## src/rtl/hz_pkg.sv

```systemverilog
package hz_pkg;
  localparam int IDX_W = 5;
  localparam int NSRC  = 2;

  typedef enum logic [1:0] {
    FWD_RF    = 2'b00,
    FWD_EXMEM = 2'b01,
    FWD_MEMWB = 2'b10
  } fwd_e;

  typedef struct packed {
    logic [IDX_W-1:0] rs1;
    logic [IDX_W-1:0] rs2;
    logic [IDX_W-1:0] rd;
    logic             we;
    logic             ld;
  } slot_t;

  typedef struct packed {
    logic [IDX_W-1:0] rd;
    logic             we;
  } dst_t;
endpackage

```

## src/rtl/hz_track.sv

```systemverilog
module hz_track
  import hz_pkg::*;
(
  input  logic  clk,
  input  logic  rst_n,
  input  slot_t id_slot,
  input  logic  bubble,
  output slot_t idex,
  output dst_t  exmem,
  output dst_t  memwb
);
  slot_t idex_q;
  dst_t  exmem_q, memwb_q;

  always_ff @(posedge clk or negedge rst_n) begin
    if (!rst_n) begin
      idex_q  <= '0;
      exmem_q <= '0;
      memwb_q <= '0;
    end else begin
      idex_q  <= bubble ? '0 : id_slot;
      exmem_q <= '{rd: idex_q.rd, we: idex_q.we};
      memwb_q <= exmem_q;
    end
  end

  assign idex  = idex_q;
  assign exmem = exmem_q;
  assign memwb = memwb_q;


  bubble_clear_chk: assert property (@(posedge clk) disable iff (!rst_n)
    bubble |=> (!idex_q.we && !idex_q.ld));
endmodule

```

## src/rtl/hz_fwd_pick.sv

```systemverilog
module hz_fwd_pick
  import hz_pkg::*;
(
  input  logic             clk,
  input  logic             rst_n,
  input  logic [IDX_W-1:0] src,
  input  dst_t             exmem,
  input  dst_t             memwb,
  output fwd_e             sel
);
  logic live;
  assign live = (src != '0);

  always_comb begin
    sel = FWD_RF;
    if (live && exmem.we && exmem.rd == src)
      sel = FWD_EXMEM;
    else if (live && memwb.we && memwb.rd == src)
      sel = FWD_MEMWB;
  end


  zero_src_chk: assert property (@(posedge clk) disable iff (!rst_n)
    (sel != FWD_RF) |-> (src != '0));
endmodule

```

## src/rtl/hz_load_use.sv

```systemverilog
module hz_load_use
  import hz_pkg::*;
(
  input  logic             clk,
  input  logic             rst_n,
  input  logic [IDX_W-1:0] id_rs1,
  input  logic [IDX_W-1:0] id_rs2,
  input  slot_t            idex,
  output logic             stall
);
  logic prod_ok;
  assign prod_ok = idex.ld && idex.we && (idex.rd != '0);
  assign stall   = prod_ok && ((id_rs1 == idex.rd) || (id_rs2 == idex.rd));


  single_stall_chk: assert property (@(posedge clk) disable iff (!rst_n)
    stall |=> !stall);


  stall_on_load_chk: assert property (@(posedge clk) disable iff (!rst_n)
    stall |-> idex.ld);
endmodule

```

## src/rtl/hz_ctrl.sv

```systemverilog
module hz_ctrl
  import hz_pkg::*;
(
  input  logic             clk,
  input  logic             rst_n,
  input  logic [IDX_W-1:0] id_rs1,
  input  logic [IDX_W-1:0] id_rs2,
  input  logic [IDX_W-1:0] id_rd,
  input  logic             id_we,
  input  logic             id_ld,
  output logic [1:0]       ex_fwd_a,
  output logic [1:0]       ex_fwd_b,
  output logic             id_stall,
  output logic             ex_bubble
);
  slot_t            id_slot, idex;
  dst_t             exmem, memwb;
  logic             stall;
  logic [IDX_W-1:0] ex_src [NSRC];
  fwd_e             fwd_sel [NSRC];

  assign id_slot = '{rs1: id_rs1, rs2: id_rs2, rd: id_rd, we: id_we, ld: id_ld};

  hz_track u_track (
    .clk(clk), .rst_n(rst_n), .id_slot(id_slot), .bubble(stall),
    .idex(idex), .exmem(exmem), .memwb(memwb)
  );

  hz_load_use u_lu (
    .clk(clk), .rst_n(rst_n), .id_rs1(id_rs1), .id_rs2(id_rs2),
    .idex(idex), .stall(stall)
  );

  assign ex_src[0] = idex.rs1;
  assign ex_src[1] = idex.rs2;

  for (genvar g = 0; g < NSRC; g++) begin : g_src
    hz_fwd_pick u_pick (
      .clk(clk), .rst_n(rst_n), .src(ex_src[g]),
      .exmem(exmem), .memwb(memwb), .sel(fwd_sel[g])
    );
  end

  assign ex_fwd_a  = fwd_sel[0];
  assign ex_fwd_b  = fwd_sel[1];
  assign id_stall  = stall;
  assign ex_bubble = stall;
endmodule

```

## config.mk

```make
export PLATFORM = sky130hd
export DESIGN_NAME = hz_ctrl
export DESIGN_NICKNAME = d
export VERILOG_FILES = /design/src/rtl/hz_pkg.sv /design/src/rtl/hz_track.sv /design/src/rtl/hz_fwd_pick.sv /design/src/rtl/hz_load_use.sv /design/src/rtl/hz_ctrl.sv
export SDC_FILE = /design/constraint.sdc
export NUM_CORES = 1
export LEC_CHECK = 0
export BUFFER_PORTS_ARGS = -buffer_cell sky130_fd_sc_hd__buf_2
export CORE_MARGIN = 5
export CORE_UTILIZATION = 43
export CTS_CLUSTER_SIZE = 24
export DETAILED_ROUTE_END_ITERATION = 8
export HOLD_SLACK_MARGIN = 0.15
export PLACE_DENSITY = 0.69
export SLEW_MARGIN = 10
export SYNTH_ARGS = -nofsm -noshare
export SYNTH_HDL_FRONTEND = slang
export SYNTH_SLANG_ARGS = --single-unit
```

## constraint.sdc

```tcl
create_clock -name clk -period 1.59 [get_ports clk]
set_clock_uncertainty 0.1 [all_clocks]
set_input_delay 0.0795 -clock clk [delete_from_list [all_inputs] [get_ports clk]]
set_output_delay 0.0795 -clock clk [all_outputs]
set_load 0.03 [all_outputs]
```

==> results of run 1 <==
cell usage in the layout (no fill, tap or decap), types with 2 or more instances in the layout:
cell,count
sky130_fd_sc_hd__dlygate4sd3_1,18
sky130_fd_sc_hd__nand3_1,2
sky130_fd_sc_hd__buf_2,18
sky130_fd_sc_hd__xor2_1,4
sky130_fd_sc_hd__a21boi_1,3
sky130_fd_sc_hd__buf_6,9
sky130_fd_sc_hd__nand4_1,4
sky130_fd_sc_hd__or4_4,2
sky130_fd_sc_hd__buf_4,16
sky130_fd_sc_hd__clkbuf_8,2
sky130_fd_sc_hd__dfrtp_1,28
sky130_fd_sc_hd__nor4_4,4
sky130_fd_sc_hd__clkbuf_4,5
sky130_fd_sc_hd__xnor2_2,9
sky130_fd_sc_hd__nand2_1,4
sky130_fd_sc_hd__nor2_4,2
sky130_fd_sc_hd__xnor2_1,17
sky130_fd_sc_hd__a21boi_2,14
worst max-delay path: stages (launching register included):
cell                      delay (ps)
sky130_fd_sc_hd__dfrtp_1         380
sky130_fd_sc_hd__or4_4           550
sky130_fd_sc_hd__nor2_4          130
sky130_fd_sc_hd__nor4_4           70
sky130_fd_sc_hd__nor4_4          210
sky130_fd_sc_hd__buf_4           200
final timing paths:
check,from,end,cells after the start
min in group clk,u_track.idex[1],u_track.exmem[0],0
max in group asynchronous,rst_n,u_track.idex[6],2
min reg2reg,u_track.idex[1],u_track.exmem[0],0
min,rst_n,u_track.idex[4],2
max,u_track.idex[12],ex_fwd_a[1],5
max reg2reg,u_track.idex[4],u_track.idex[9],5
layer usage:
layer  up-vias  wire length [µm]
li1        487                 -
met1       484              1130
met2        28              1700
met3         5               113
met4         0                46
met5         -                 0
power by group:
group / total (mW) / switching [mW] / internal (mW)
logic: 0.362 / 0.153 / 0.209
registers: 0.826 / 0.0443 / 0.781
clock network: 0.501 / 0.246 / 0.256
cells by family (layout without fill, tap and decap cells):
group	after synthesis	in the layout
simple gates	20	20
xor+xnor	30	30
flops	29	29
compound gates	19	19
buf+inv	3	71
state kept, by name, indices dropped and copies added, names as in the netlist:
signal         flops
u_track.idex      17
u_track.exmem      6
u_track.memwb      6
through the flow:
stage               TNS, ps  power [mW]  hold WS [ps]  std cells
floorplan              -538       0.999          -316        101
CTS                   -4180        1.67           199        212
global route          -4490        1.78           251        213
global placement       -207        1.10          15.8        184
detailed placement     -570        1.11          25.2        184
finish                -3310        1.69           186        213
cell type report:
| type | count | area share, % |
|---|---|---|
| clock buffer | 7 | 3.05 |
| clock inverter | 1 | 0.234 |
| multi-input combinational | 69 | 34.9 |
| sequential | 29 | 34.0 |
| tap | 44 | 2.58 |
| timing repair buffer | 63 | 25.2 |
what timing repair did:
action                     in CTS  in global routing
gates cloned                    1                  0
setup endpoints to repair      22                 23
buffers inserted                2                  3
pin swaps                      21                  9
hold buffers                   18                  0
hold endpoints to repair       46                  0
resized for setup              23                 17
==> summary.txt, run 1 <==
=====================================================================================
Run status                                                               finished, violations left
Failing checks                                                           setup timing
Category of the worst setup path capture point                            output port
DR vias                                                                          1004
Placement Cell Area                                                          1710 µm²
Number of cells produced by synthesis                                             101
Max Freq                                                                      491 MHz
Count of endpoints failing setup in the final report                               22
Post-synth net total                                                              120
Number of top-level pins                                                           25
Count of inserted antenna diode cells                                               0
Max-slew violations                                                                 0
WS Path Type                                                                  reg2out
Global routing met1 resource utilization                                        16.3%
Yosys cell types                                                                   19
Worst-case setup margin in the final layout                                   -447 ps
Most frequent cell after synthesis                                       sky130_fd_sc_hd__dfrtp_1
Post-Place Setup Slack                                                        -126 ps
Total power density per cell area                                          791 nW/µm²
Most used routing layer                                                          met2
Largest family of logic cells by synthesized area                        XOR/XNOR gates
DR iter-0 viols                                                                    24
Area share of fa/ha/maj cells after synthesis                                      0%
Minimum clock period                                                          2040 ps
Area of all placed cells without fillers                                     2140 µm²
Ratio of final minimum period to clock period                                    128%
Sum of routed wire length over all layers                                     3000 µm
Slew at the pin closest to its max-slew limit                                  609 ps
Final core utilization                                                          70.0%
Post-synthesis compound-gate area fraction                                      14.6%
Area taken by flip-flops and latches                                          727 µm²
Global-route wire length before repair                                        4890 µm
Buffer depth of the longest clock path                                              2
Pre-antenna DRT Iters                                                               4
Height of the die                                                             66.4 µm
Vias per inst                                                                    4.71
Fraction of layout instances using a drive strength above 1                     52.7%
Final hold vios                                                                     0
Area share of the largest cell type after synthesis                             53.1%
Die span in x                                                                 66.4 µm
Flops & latches, synth                                                             29
Initial standard-cell utilization of the core                                   44.8%
Data required time at the worst endpoint                                      1410 ps
Overall overflow remaining after global route                                       0
Filler instances                                                                  225
Standby leakage power                                                        0.908 nW
EDFF count, synth                                                                   0
Sequential-to-total area share from yosys stat                                  53.1%
TritonCTS Sinks                                                                    29
Share of async-settable or async-resettable flops after synthesis                100%
Floorplan die area                                                           4400 µm²
Worst-path maximum fanout                                                           2
Leading register cell type out of synthesis                              sky130_fd_sc_hd__dfrtp_1
Number of nets in the final layout                                                187
CTS H-Tree Depth                                                                    2
Vias in the first global route                                                   1078
Number of buffers created by CTS                                                    5
Clock tree from TritonCTS                                                        done
Clock transition at the registers of the reported paths                        100 ps
Critical Path Source Type                                                    register
Dpl hpwl                                                                      2050 µm
Area of the core region                                                      3050 µm²
GRT met2 Usage                                                                  28.1%
Routed wire per std cell                                                      14.1 µm
Signed area change from the synthesized netlist to the final layout             56.3%
Data arrival time at the worst-slack endpoint                                 1860 ps
Xor and xnor area share after synthesis                                         19.2%
Synth Cell Area                                                              1370 µm²
Register-to-register path setup slack                                         -100 ps
Area of the multi-input gates                                                 744 µm²
Total GRT Usage                                                                 15.4%
DR DRC count                                                                        0
Final weighted congestion in routability-driven placement                       0.818
Root buf cell                                                            sky130_fd_sc_hd__clkbuf_4
Met3 Track Usage GR                                                             4.76%
Worst vdd ir                                                                 0.607 mV
Number of core rows                                                                20
Biggest area consumer among synthesized cells                            sky130_fd_sc_hd__dfrtp_1
Count of nets left with antenna violations after detail routing                     0
Post-synthesis share of cell area spent on and, or, nand and nor gates          10.7%
Largest cells by area after synthesis                                    sky130_fd_sc_hd__dfrtp_1 53%, sky130_fd_sc_hd__xnor2_1 17%, sky130_fd_sc_hd__a21boi_2 8.2%
Worst Hold Class                                                             in2async
Multiplexer area fraction after synthesis                                          0%
Maxcap violations                                                                   0
Headroom to the max-slew limit                                                  59.4%
Synth Area per Inst                                                          13.5 µm²
Unrepaired setup endpoints after global routing                                  true
Port Buf Inserts                                                                   24
Commonest cells in the synthesized netlist                               29 x sky130_fd_sc_hd__dfrtp_1, 26 x sky130_fd_sc_hd__xnor2_1, 10 x sky130_fd_sc_hd__a21boi_2
Source-to-sink clock delay at the later pin of the worst-skew pair             330 ps
Number of antenna violations at the first check in global routing                   0
Synth warn                                                                          0
Maximum number of pins on one net before global-route repair                       30
=====================================================================================
Note: power is estimated with default switching activity, not from simulation.
==> run 2: changes to the inputs <==
--- a/config.mk
+++ b/config.mk
@@ -6,6 +6,7 @@
 export NUM_CORES = 1
 export LEC_CHECK = 0
 export BUFFER_PORTS_ARGS = -buffer_cell sky130_fd_sc_hd__buf_2
+export CORE_ASPECT_RATIO = 1.4
 export CORE_MARGIN = 5
 export CORE_UTILIZATION = 43
 export CTS_CLUSTER_SIZE = 24
==> run 2 against run 1 <==
Compared with the run above:
- the flow still finishes with violations (setup timing)
- combinational power increased by 6.9%
- highest routed layer unchanged
- wire length increased by 13%
- largest power group unchanged
- setup slack improved by 48 ps
==> summary.txt, run 2 (same netlist as run 1, synthesis figures left out) <==
==================================================================================
TritonCTS Sinks                                                                 29   unchanged
DR iter-0 viols                                                                 15   -38%
Post-Place Setup Slack                                                     -160 ps   -33.6 ps
Number of buffers created by CTS                                                 5   unchanged
Number of top-level pins                                                        25   unchanged
Fraction of layout instances using a drive strength above 1                  57.3%   +4.6 points
Commonest non-fill, non-tap cell in the layout                        sky130_fd_sc_hd__dfrtp_1
Worst vdd ir                                                              0.635 mV   +4.5%
Clock transition at the registers of the reported paths                      60 ps   -40 ps
Ratio of final minimum period to clock period                                 125%   -3.0 points
Critical Path Source Type                                                 register
Failing checks                                                        setup timing
Clock tree from TritonCTS                                                     done
Worst-path maximum fanout                                                        2   unchanged
Number of nets in the final layout                                             189   +1.1%
Register-to-register path setup slack                                       -90 ps   about the same
Height of the die                                                          76.7 µm   +16%
Top library cells by usage in the layout, fill and taps aside         28 x sky130_fd_sc_hd__dfrtp_1, 19 x sky130_fd_sc_hd__buf_2, 19 x sky130_fd_sc_hd__buf_4
Count of endpoints failing setup in the final report                            22   unchanged
Max-slew violations                                                              0   unchanged
Vias in the first global route                                                1186   +10%
Global routing met1 resource utilization                                     15.0%   -1.2 points
Minimum clock period                                                       1990 ps   -47.6 ps
DR DRC count                                                                     0   unchanged
Total power density per cell area                                       812 nW/µm²   +2.6%
Filler instances                                                               222   -1.3%
Maximum number of pins on one net before global-route repair                    30   unchanged
Data required time at the worst endpoint                                   1410 ps   about the same
GRT met2 Usage                                                               30.4%   +2.3 points
Area taken by flip-flops and latches                                       727 µm²   unchanged
Max Freq                                                                   503 MHz   +2.4%
Dpl hpwl                                                                   2220 µm   +8.0%
Floorplan die area                                                        4420 µm²   +0.36%
Flip-flop count of the largest register after layout                            17   unchanged
Slew at the pin closest to its max-slew limit                               610 ps   +1.06 ps
Worst flop-to-flop path endpoint                                      u_track.idex[7]
Worst Hold Class                                                          in2async
Port Buf Inserts                                                                24   unchanged
Source-to-sink clock delay at the later pin of the worst-skew pair          270 ps   -60 ps
Number of core rows                                                             24   +20%
Global-route wire length before repair                                     5370 µm   +9.7%
Met3 Track Usage GR                                                          2.86%   -1.9 points
Vias per inst                                                                 4.88   +3.4%
CTS H-Tree Depth                                                                 2   unchanged
Ordered list of cells on the worst path                               or4_4, nor2_4, nor4_4, nor4_4, buf_4
Category of the worst setup path capture point                         output port
Final cell count without fillers                                               210   -1.4%
Area of the core region                                                   3090 µm²   +1.3%
Maxcap violations                                                                0   unchanged
WS Path Type                                                               reg2out
Sum of routed wire length over all layers                                  3400 µm   +13%
Unrepaired setup endpoints after global routing                               true
Overall overflow remaining after global route                                    0   unchanged
Source of the worst register-to-register timing path                  u_track.idex[2]
Signed area change from the synthesized netlist to the final layout          60.3%
Root buf cell                                                         sky130_fd_sc_hd__clkbuf_8
Cell count after placement                                                     180   -2.2%
Worst-case setup margin in the final layout                                -399 ps   +47.6 ps
Headroom to the max-slew limit                                               59.3%   -0.070 points
Count of nets left with antenna violations after detail routing                  0   unchanged
Standby leakage power                                                     0.934 nW   +2.8%
Area of the multi-input gates                                              810 µm²   +8.7%
Run status                                                            finished, violations left
Buf/Inv on CP                                                                    1   unchanged
DR vias                                                                       1024   +2.0%
Count of inserted antenna diode cells                                            0   unchanged
Die span in x                                                              57.6 µm   -13%
Most used routing layer                                                       met2
Final weighted congestion in routability-driven placement                    0.793   -3.1%
Final hold vios                                                                  0   unchanged
Total GRT Usage                                                              16.1%   +0.73 points
Maximum cell stage delay along the critical path                            550 ps   about the same
Kind of cell adding the most delay to the critical path               simple AND/OR/NAND/NOR gates
Routed wire per std cell                                                   16.2 µm   +15%
Pre-antenna DRT Iters                                                            2   -2
Initial standard-cell utilization of the core                                44.2%   -0.58 points
Buffer depth of the longest clock path                                           2   unchanged
Data arrival time at the worst-slack endpoint                              1810 ps   -50 ps
Cell seen most often among critical-path stages                       sky130_fd_sc_hd__nor4_4
Number of cells traversed by the worst register-to-register path                 5   unchanged
Number of antenna violations at the first check in global routing                0   unchanged
Cell with the largest stage delay on the worst path                   sky130_fd_sc_hd__or4_4
==================================================================================
## run 2: cell count changes in the layout (fill, tap and decap cells not counted), sizes merged
cell and delta:
clkbuf -1, clkinv +1, buf +2
## run 2: through the flow
stage	hold WS [ps]	TNS, ps	power, mW	instance area (µm²)	util, %
after floorplan	-316	-538	0.999	1420	-
after global routing	313	-4050	1.86	2190	70.8
final	241	-2500	1.78	2190	70.8
after CTS	264	-3420	1.74	2060	66.7
after detailed placement	32.2	-485	1.11	1690	54.8
after global placement	19.1	-333	1.10	1690	54.8
## run 2: final cells by class
class                   instances  area share, %
flip-flops and latches         29           33.2
well taps                      39           2.23
repair buffers                 65           23.9
clock inverters                 2          0.457
clock buffers                   6           3.31
multi-input cells              69           37.0
## run 2: how the worst max path moves through the flow
stage	cells after the start	to	startpoint
after floorplan	4	ex_fwd_a[1]	u_track.idex[12]
after global placement	5	ex_fwd_a[1]	u_track.idex[12]
after detailed placement	5	ex_fwd_b[1]	u_track.idex[7]
after CTS	5	ex_fwd_b[1]	u_track.idex[7]
after global routing	5	ex_fwd_b[1]	u_track.idex[7]
final	5	ex_fwd_b[1]	u_track.idex[7]
## run 2: per-layer routing
layer,vias up,wire [µm]
li1,490,-
met1,490,1100
met2,31,1990
met3,13,123
met4,0,182
met5,-,0
## run 2: repair_timing
item | CTS | global route
gates resized for setup | 28 | 22
endpoints found under the hold margin | 46 | 0
endpoints found under the setup margin | 22 | 23
buffers inserted | 3 | 1
cloned | 0 | 1
hold buffers | 18 | 0
pin swaps | 12 | 14
## run 2: report_power, final
part           switching, mW  internal [mW]
sequential            0.0445          0.783
combinational          0.172          0.215
clock                  0.262          0.302
total                  0.478           1.30
